<file path="config.mk">
export PLATFORM = sky130hd
export DESIGN_NAME = pt_walker
export DESIGN_NICKNAME = d
export VERILOG_FILES = /design/src/rtl/ptw_pkg.sv /design/src/rtl/ptw_bound_addr.sv /design/src/rtl/ptw_pte_decode.sv /design/src/rtl/ptw_fsm.sv /design/src/rtl/pt_walker.sv
export SDC_FILE = /design/constraint.sdc
export NUM_CORES = 1
export LEC_CHECK = 0
export BUFFER_PORTS_ARGS = -buffer_cell sky130_fd_sc_hd__clkbuf_2
export CELL_PAD_IN_SITES_DETAIL_PLACEMENT = 1
export CELL_PAD_IN_SITES_GLOBAL_PLACEMENT = 1
export CORE_ASPECT_RATIO = 1.1
export CORE_MARGIN = 3
export CORE_UTILIZATION = 35
export DETAILED_ROUTE_END_ITERATION = 10
export GPL_TIMING_DRIVEN = 0
export PLACE_DENSITY_LB_ADDON = 0.1
export SLEW_MARGIN = 5
export SYNTH_ARGS = -nofsm -noshare
export SYNTH_HDL_FRONTEND = slang
export SYNTH_SLANG_ARGS = --single-unit
</file>
<file path="constraint.sdc">
create_clock -name clk_i -period 2.7 [get_ports clk_i]
set_input_delay 0.81 -clock clk_i [delete_from_list [all_inputs] [get_ports clk_i]]
set_output_delay 0.81 -clock clk_i [all_outputs]
set_load 0.005 [all_outputs]
</file>
<file path="src/rtl/ptw_pkg.sv">
package ptw_pkg;
  typedef enum logic [2:0] {
    ST_IDLE,
    ST_CHECK,
    ST_REQ,
    ST_WAIT,
    ST_DONE,
    ST_FAULT
  } ptw_state_e;
endpackage

</file>
<file path="src/rtl/ptw_bound_addr.sv">
module ptw_bound_addr #(
  parameter int VPN_W     = 20,
  parameter int PADDR_W   = 32,
  parameter int PTE_BYTES = 4
) (
  input  logic [VPN_W-1:0]   vpn_i,
  input  logic [PADDR_W-1:0] base_i,
  input  logic [VPN_W-1:0]   lo_i,
  input  logic [VPN_W-1:0]   hi_i,
  output logic               in_range_o,
  output logic [PADDR_W-1:0] pte_addr_o
);
  localparam int SHIFT = $clog2(PTE_BYTES);

  logic [PADDR_W-1:0] offset;

  assign offset     = PADDR_W'(vpn_i) << SHIFT;
  assign pte_addr_o = base_i + offset;
  assign in_range_o = (vpn_i >= lo_i) && (vpn_i <= hi_i);
endmodule

</file>
<file path="src/rtl/ptw_pte_decode.sv">
module ptw_pte_decode #(
  parameter int PTE_W     = 32,
  parameter int PPN_W     = 18,
  parameter int VALID_BIT = 31,
  parameter int WR_BIT    = 30
) (
  input  logic [PTE_W-1:0] pte_i,
  output logic             valid_o,
  output logic             wr_o,
  output logic [PPN_W-1:0] ppn_o
);
  logic unused_pte;

  assign valid_o    = pte_i[VALID_BIT];
  assign wr_o       = pte_i[WR_BIT];
  assign ppn_o      = pte_i[PPN_W-1:0];
  assign unused_pte = ^pte_i;
endmodule

</file>
<file path="src/rtl/ptw_fsm.sv">
module ptw_fsm
  import ptw_pkg::*;
(
  input  logic clk_i,
  input  logic rst_ni,
  input  logic miss_valid_i,
  input  logic in_range_i,
  input  logic req_ready_i,
  input  logic rsp_valid_i,
  input  logic rsp_ok_i,
  output logic miss_ready_o,
  output logic req_valid_o,
  output logic refill_o,
  output logic fault_o,
  output logic cap_miss_o,
  output logic cap_pte_o
);
  ptw_state_e state_q, state_d;

  always_comb begin
    state_d = state_q;
    unique case (state_q)
      ST_IDLE:  if (miss_valid_i) state_d = ST_CHECK;
      ST_CHECK: state_d = in_range_i ? ST_REQ : ST_FAULT;
      ST_REQ:   if (req_ready_i) state_d = ST_WAIT;
      ST_WAIT:  if (rsp_valid_i) state_d = rsp_ok_i ? ST_DONE : ST_FAULT;
      ST_DONE:  state_d = ST_IDLE;
      ST_FAULT: state_d = ST_IDLE;
      default:  state_d = ST_IDLE;
    endcase
  end

  always_ff @(posedge clk_i or negedge rst_ni) begin
    if (!rst_ni) state_q <= ST_IDLE;
    else         state_q <= state_d;
  end

  assign miss_ready_o = (state_q == ST_IDLE);
  assign req_valid_o  = (state_q == ST_REQ);
  assign refill_o     = (state_q == ST_DONE);
  assign fault_o      = (state_q == ST_FAULT);
  assign cap_miss_o   = (state_q == ST_IDLE) && miss_valid_i;
  assign cap_pte_o    = (state_q == ST_WAIT) && rsp_valid_i;
endmodule

</file>
<file path="src/rtl/pt_walker.sv">
module pt_walker #(
  parameter int VADDR_W   = 32,
  parameter int OFFS_W    = 12,
  parameter int PADDR_W   = 32,
  parameter int PPN_W     = 18,
  parameter int PTE_W     = 32,
  parameter int PTE_BYTES = 4,
  parameter int VALID_BIT = 31,
  parameter int WR_BIT    = 30
) (
  input  logic                       clk_i,
  input  logic                       rst_ni,
  input  logic                       miss_valid_i,
  output logic                       miss_ready_o,
  input  logic [VADDR_W-1:0]         miss_vaddr_i,
  input  logic [PADDR_W-1:0]         pt_base_i,
  input  logic [VADDR_W-OFFS_W-1:0]  pt_lo_i,
  input  logic [VADDR_W-OFFS_W-1:0]  pt_hi_i,
  output logic                       mem_req_valid_o,
  input  logic                       mem_req_ready_i,
  output logic [PADDR_W-1:0]         mem_req_addr_o,
  input  logic                       mem_rsp_valid_i,
  input  logic [PTE_W-1:0]           mem_rsp_data_i,
  output logic                       refill_valid_o,
  output logic [VADDR_W-OFFS_W-1:0]  refill_vpn_o,
  output logic [PPN_W-1:0]           refill_ppn_o,
  output logic                       refill_wr_o,
  output logic                       fault_valid_o,
  output logic [VADDR_W-1:0]         fault_vaddr_o
);
  localparam int VPN_W = VADDR_W - OFFS_W;

  logic [VADDR_W-1:0] vaddr_q;
  logic [PADDR_W-1:0] base_q;
  logic [VPN_W-1:0]   lo_q, hi_q;
  logic [PPN_W-1:0]   ppn_q;
  logic               wr_q;

  logic               cap_miss, cap_pte;
  logic               in_range;
  logic               rsp_ok, rsp_wr;
  logic [PPN_W-1:0]   rsp_ppn;
  logic [VPN_W-1:0]   vpn;

  assign vpn = vaddr_q[VADDR_W-1:OFFS_W];

  ptw_fsm u_fsm (
    .clk_i        (clk_i),
    .rst_ni       (rst_ni),
    .miss_valid_i (miss_valid_i),
    .in_range_i   (in_range),
    .req_ready_i  (mem_req_ready_i),
    .rsp_valid_i  (mem_rsp_valid_i),
    .rsp_ok_i     (rsp_ok),
    .miss_ready_o (miss_ready_o),
    .req_valid_o  (mem_req_valid_o),
    .refill_o     (refill_valid_o),
    .fault_o      (fault_valid_o),
    .cap_miss_o   (cap_miss),
    .cap_pte_o    (cap_pte)
  );

  ptw_bound_addr #(
    .VPN_W     (VPN_W),
    .PADDR_W   (PADDR_W),
    .PTE_BYTES (PTE_BYTES)
  ) u_bound (
    .vpn_i      (vpn),
    .base_i     (base_q),
    .lo_i       (lo_q),
    .hi_i       (hi_q),
    .in_range_o (in_range),
    .pte_addr_o (mem_req_addr_o)
  );

  ptw_pte_decode #(
    .PTE_W     (PTE_W),
    .PPN_W     (PPN_W),
    .VALID_BIT (VALID_BIT),
    .WR_BIT    (WR_BIT)
  ) u_decode (
    .pte_i   (mem_rsp_data_i),
    .valid_o (rsp_ok),
    .wr_o    (rsp_wr),
    .ppn_o   (rsp_ppn)
  );

  // table geometry is frozen for the whole walk
  always_ff @(posedge clk_i or negedge rst_ni) begin
    if (!rst_ni) begin
      vaddr_q <= '0;
      base_q  <= '0;
      lo_q    <= '0;
      hi_q    <= '0;
    end else if (cap_miss) begin
      vaddr_q <= miss_vaddr_i;
      base_q  <= pt_base_i;
      lo_q    <= pt_lo_i;
      hi_q    <= pt_hi_i;
    end
  end

  always_ff @(posedge clk_i or negedge rst_ni) begin
    if (!rst_ni) begin
      ppn_q <= '0;
      wr_q  <= 1'b0;
    end else if (cap_pte) begin
      ppn_q <= rsp_ppn;
      wr_q  <= rsp_wr;
    end
  end

  assign refill_vpn_o  = vpn;
  assign refill_ppn_o  = ppn_q;
  assign refill_wr_o   = wr_q;
  assign fault_vaddr_o = vaddr_q;
endmodule

</file>
# ---- Word level (Yosys, flattened, before mapping)
# Cells that the tools add are included.
dict set report totals {
  reg_bits 126
  elab_cells 29
  in_bits 141
}
dict set report classes {
  eq_ne 8
  addsub 1
  n_reduce_logical 5
  magnitude_cmp 2
  n_mux 6
}
# cell n
set ops {}
lappend ops {{$add A32 B22 Y32} 1}
lappend ops {{$ge A20 B20 Y1} 1}
lappend ops {{$le A20 B20 Y1} 1}
lappend ops {{$mux W3} 4}
lappend ops {{$pmux W3 S4} 1}
lappend ops {{$eq A3 B2 Y1 const B} 2}
lappend ops {{$eq A3 B3 Y1 const B} 2}
lappend ops {{$ne A2 B2 Y1 const B} 2}
lappend ops {{$eq A3 B1 Y1 const B} 1}
lappend ops {{$logic_and A1 B1 Y1} 3}
lappend ops {{$logic_not A3 Y1} 1}
lappend ops {{$reduce_and A3 Y1} 1}
lappend ops {{$ne A2 B1 Y1 const B} 1}
lappend ops {{$mux W1} 1}

# ---- Logic depth before layout (Yosys ltp)
dict set report logic_depth {
  ltp_word 4
  depth_mapped 10
  depth_no_buf 10
}

# ---- Hierarchy
# Synthesis repeated with hierarchy kept, for this count alone.
dict set report hier_totals {
  hier_cells 645
  hier_area_um2 7606.0
}
# module cells_each area_each_um2 instances
set by_module_without_submodules {}
lappend by_module_without_submodules {pt_walker 280 4964.8 1}
lappend by_module_without_submodules {ptw_bound_addr 319 2270.9 1}
lappend by_module_without_submodules {ptw_fsm 26 220.2 1}
lappend by_module_without_submodules {ptw_pte_decode 20 150.1 1}

# ---- Worst setup path after synthesis
# OpenSTA, ideal clock, no wires.
dict set report synth_path {
  path_type {register to output}
  startpoint {register vaddr_q[12], in the netlist fault_vaddr_o[12]}
  endpoint {output mem_req_addr_o[18]}
  path_stages_with_launch 11
  arrival_ns 2.066
  path_buffers 0
  path_slack_ns -0.176
  required_time_ns 1.890
  path_cell_list {dfrtp_1 -> ha_1 -> inv_1 -> fa_1 -> nor2b_1 -> o211ai_1 -> a21boi_1 -> nor3b_1 -> o311ai_0 -> a21oi_1 -> xnor2_1}
}
dict set report synth_between {
  elab_chain_len 1
}
# element line_no
set synth_lines {}
lappend synth_lines {{start: declaration} pt_walker.sv:33} ;# logic [VADDR_W-1:0] vaddr_q;
lappend synth_lines {{start signal: assignment} pt_walker.sv:96} ;# vaddr_q <= miss_vaddr_i;
lappend synth_lines {{$add A32 B22 Y32} ptw_bound_addr.sv:18} ;# assign pte_addr_o = base_i + offset;
lappend synth_lines {{end: declaration} pt_walker.sv:21} ;# output logic [PADDR_W-1:0] mem_req_addr_o,
# No other way between the ends.

# ---- Final worst setup path
dict set report layout_path {
  startpoint {register base_q[2]}
  endpoint {output mem_req_addr_o[14]}
}
dict set report layout_between {
  elab_chain_len 1
}
# element line_no
set layout_lines {}
lappend layout_lines {{start: declaration} pt_walker.sv:34} ;# logic [PADDR_W-1:0] base_q;
lappend layout_lines {{start signal: assignment} pt_walker.sv:97} ;# base_q <= pt_base_i;
lappend layout_lines {{$add A32 B22 Y32} ptw_bound_addr.sv:18}
# No other way between the ends.

==> results by group <==
Run status
  – Failing checks: setup timing
  – Outcome: finished with violations

Timing
  – # setup viols final: 28
  – Slew Viols, Final: 0
  – Final WS setup: -0.820 ns
  – RSZ-0062 raised after global routing: yes
  – Setup TNS Final: -17.25 ns
  – Final Hold Viols: 0
  – Worst slew margin: between 60% and 70%
  – Fin Hold WS: 0.280 ns
  – Worst-margin pin slew: 0.588 ns
  – Max Freq: between 200 and 300 MHz
  – Fin crit period: between 3 and 4 ns
  – Fin Clk Skew: 0.00799 ns
  – Final period utilization: 130%

Power and ir drop
  – Pwr dens: about 1600 nW/um^2
  – VDD IR max: 0.909 mV
  – Static leakage: a little under 5 nW
  – Total power: ~16 mW

Finish
  – Area grow syn2layout: 46.0%
  – Util after Layout: a little over half
  – Layout cells sized above 1: between 50% and 60%
  – Nets: 1,173

Global route
  – Initial antenna violation count: 1
  – Vias in the first global route: ~6,800
  – Largest net degree at the start of global routing: 97
  – Total Routing Usage GR: a little over a fifth
  – First-pass GRT wire length: around 37,000 um
  – GRT overflow: 0

Logic synthesis
  – Mapped cell area: ~7000 sq um
  – YS warnings: 0
  – Synth Net Count: around 860
  – Seq/Total Area, Yosys: 44.8%
  – Syn_area_per_cell: ~11 sq um
  – Count of cell types in the netlist: 60
  – Yosys reg bits: about 130
  – Async SR Flop Fraction: 100%
  – Main synth FF type: dfrtp_1
  – Cells after Synth: roughly 660
  – Number of flops mapped to enable cells by yosys: 0

Critical path
  – CP required: between 1.5 and 2 ns
  – Critical path arrival: 2.71 ns
  – CP max FO: 3
  – Slowest stage delay, CP: just under 0.4 ns
  – Setup crit start kind: flop
  – Critical path class: flop to output port
  – CP max-delay cell: dfrtp_1
  – Crit. End Element: output port
  – Worst path cell trace: ha_4 -> inv_2 -> fa_2 -> nor2b_2 -> o211ai_1 -> a21boi_2 -> buf_4 -> nor2_4 -> o21bai_4 -> a31oi_2 -> xnor2_1 -> buf_2

Routing
  – Via count: between 6,000 and 7,000
  – Wire per inst: 19.2 um
  – Post-Route WL: roughly 24,000 um
  – DRT Pass-1 Iters: 4
  – Iteration-0 DRC Markers: around 210
  – DR DRC count: 0
  – Vias/cell: around 5.0
  – Remaining antenna violation count: 0

Place
  – Port bufs: between 200 and 250
  – GP Congestion: about 0.86
  – Dpl hpwl: between 15,000 and 20,000 um

Clock network
  – Post-CTS Hold Fix Bufs: 0
  – Deepest clock path buffer count: 2
  – Clk sink count: approximately 130
  – Clock Tree Root: clkbuf_16
  – TritonCTS clock tree: yes
  – Num CTS Buffers: 17
  – H-tree depth: 4
  – Clk_lat worst skew: 0.41 ns
  – Worst-path clk slew: about 0.06 ns

Floorplan
  – Core area: 19,400 sq um
  – Die span in y: about 150 um
  – Row count: 53
  – Initial Util: between 30% and 40%
  – # IOs: 248
  – Die area: 21,900 sq um
  – Die Width: 141 um

Min path
  – Hold WC Path Type: input port to asynchronous set/reset pin

Run
  – Max Cap Violations: 0
==> cell usage after synthesis (2+ instances only) <==
library cell,count,share of area [%]
a211oi_1,3,0.32
a21boi_0,2,0.21
a21o_1,10,1.1
a21oi_1,32,2.3
a221oi_1,2,0.25
a31oi_1,2,0.18
and3_2,2,0.21
and4_1,2,0.25
buf_2,14,0.99
buf_4,23,2.5
buf_6,3,0.48
clkbuf_1,6,0.32
dfrtp_1,126,45
ha_1,60,11
inv_1,48,2.6
mux2_2,83,13
nand2_1,62,3.3
nand2_2,2,0.18
nand2b_1,2,0.18
nand3_1,12,0.85
nand4_1,12,1.1
nor2_1,14,0.75
nor2b_1,4,0.36
nor3_1,7,0.50
nor3b_1,4,0.43
nor4_1,2,0.18
o211ai_1,4,0.43
o21a_1,4,0.43
o21ai_0,51,3.6
o21ai_1,5,0.36
or3_1,2,0.18
xnor2_1,23,2.9
xor2_1,4,0.50
==> routing by layer <==
metal | up-vias | global-route usage, % | wire length (um)
met5 | - | 0 | 11
met4 | 2 | 5.35 | 305
met3 | 26 | 5.44 | 1400
met2 | 168 | 38.6 | 12500
met1 | 3076 | 25.5 | 9500
li1 | 2915 | - | -
==> power breakdown <==
part | total, mW | switching, mW | leakage, nW | internal, mW
clock | 2.16 | 0.945 | 0.263 | 1.22
combinational | 10.6 | 5.15 | 3.19 | 5.44
sequential | 3.60 | 0.746 | 1.50 | 2.86
==> timing repair <==
| item | CTS | global route |
|---|---|---|
| resized for setup | 81 | 65 |
| endpoints found under the setup margin | 28 | 28 |
| buffers inserted | 43 | 20 |
| pin swaps | 36 | 52 |
==> metrics by stage <==
step	instance area, sq um	std cells	setup slack [ns]
2_1_floorplan	7190	659	-0.0730
3_3_place_gp	8670	1141	-1.49
3_5_place_dp	8710	1142	-0.658
4_1_cts	9950	1216	-0.837
5_1_grt	10300	1231	-0.957
6_report	10300	1232	-0.820
==> state kept, by name (all words and copies together) (netlist names) <==
signal / cells
hi_q: 20
u_fsm.state_q: 3
refill_wr_o: 1
fault_vaddr_o: 32
base_q: 32
refill_ppn_o: 18
lo_q: 20
==> final timing paths <==
kind	start	end	slack, ns	cells after the start
max	base_q[2]	mem_req_addr_o[14]	-0.82	12
max in group asynchronous	rst_ni	fault_vaddr_o[20]	1.62	2
min in group clk_i	fault_vaddr_o[1]	fault_vaddr_o[1]	0.51	1
max reg2reg	fault_vaddr_o[14]	u_fsm.state_q[2]	0.19	9
min	rst_ni	refill_ppn_o[0]	0.28	1
min reg2reg	fault_vaddr_o[1]	fault_vaddr_o[1]	0.51	1
==> area by class of cell <==
type                       instances  area (sq um)
clock inverter                    13           105
fill                            2190          9150
multi-input combinational        439          4070
clock buffer                      19           443
sequential                       126          3180
timing repair buffer             296          1720
inverter                          48           180
buffer                            43           272
antenna                            1          2.50
tap                              247           309
==> logic make-up (layout without fill, tap and decap cells) <==
| group | after synthesis | count (layout) | synth area share [%] |
|---|---|---|---|
| DFF | 126 | 126 | 44.8 |
| xor gates and xnor gates | 27 | 27 | 3.36 |
| buffers and inverters | 94 | 419 | 6.80 |
| muxes | 83 | 83 | 13.3 |
| and+or+nand+nor | 137 | 137 | 9.70 |
| adders and majority gates | 61 | 61 | 10.9 |
| AOI/OAI and AO/OA | 131 | 131 | 11.2 |
| other | 0 | 1 | 0 |
==> worst max-delay path, delay by kind of cell, from the launching register on <==
| family | cells | cell delay, ns |
|---|---|---|
| buf+inv | 3 | 0.34 |
| compound gates | 4 | 0.67 |
| fa+ha+maj | 2 | 0.51 |
| flops | 1 | 0.39 |
| xor+xnor | 1 | 0.20 |
| simple gates | 2 | 0.20 |
==> cells in the final DEF (no fill, tap or decap), drive strengths merged, types with 7 or more instances in the layout <==
cell | netlist | routed
a21o | 11 | 11
dfrtp | 126 | 126
nand3 | 12 | 12
ha | 60 | 60
nand2 | 65 | 65
buf | 40 | 121
mux2 | 83 | 83
nor3 | 7 | 7
clkbuf | 6 | 237
xnor2 | 23 | 23
inv | 48 | 54
o21ai | 57 | 57
a21oi | 33 | 33
nor2 | 15 | 15
nand4 | 12 | 12
Note: power is estimated with default switching activity, not from simulation.
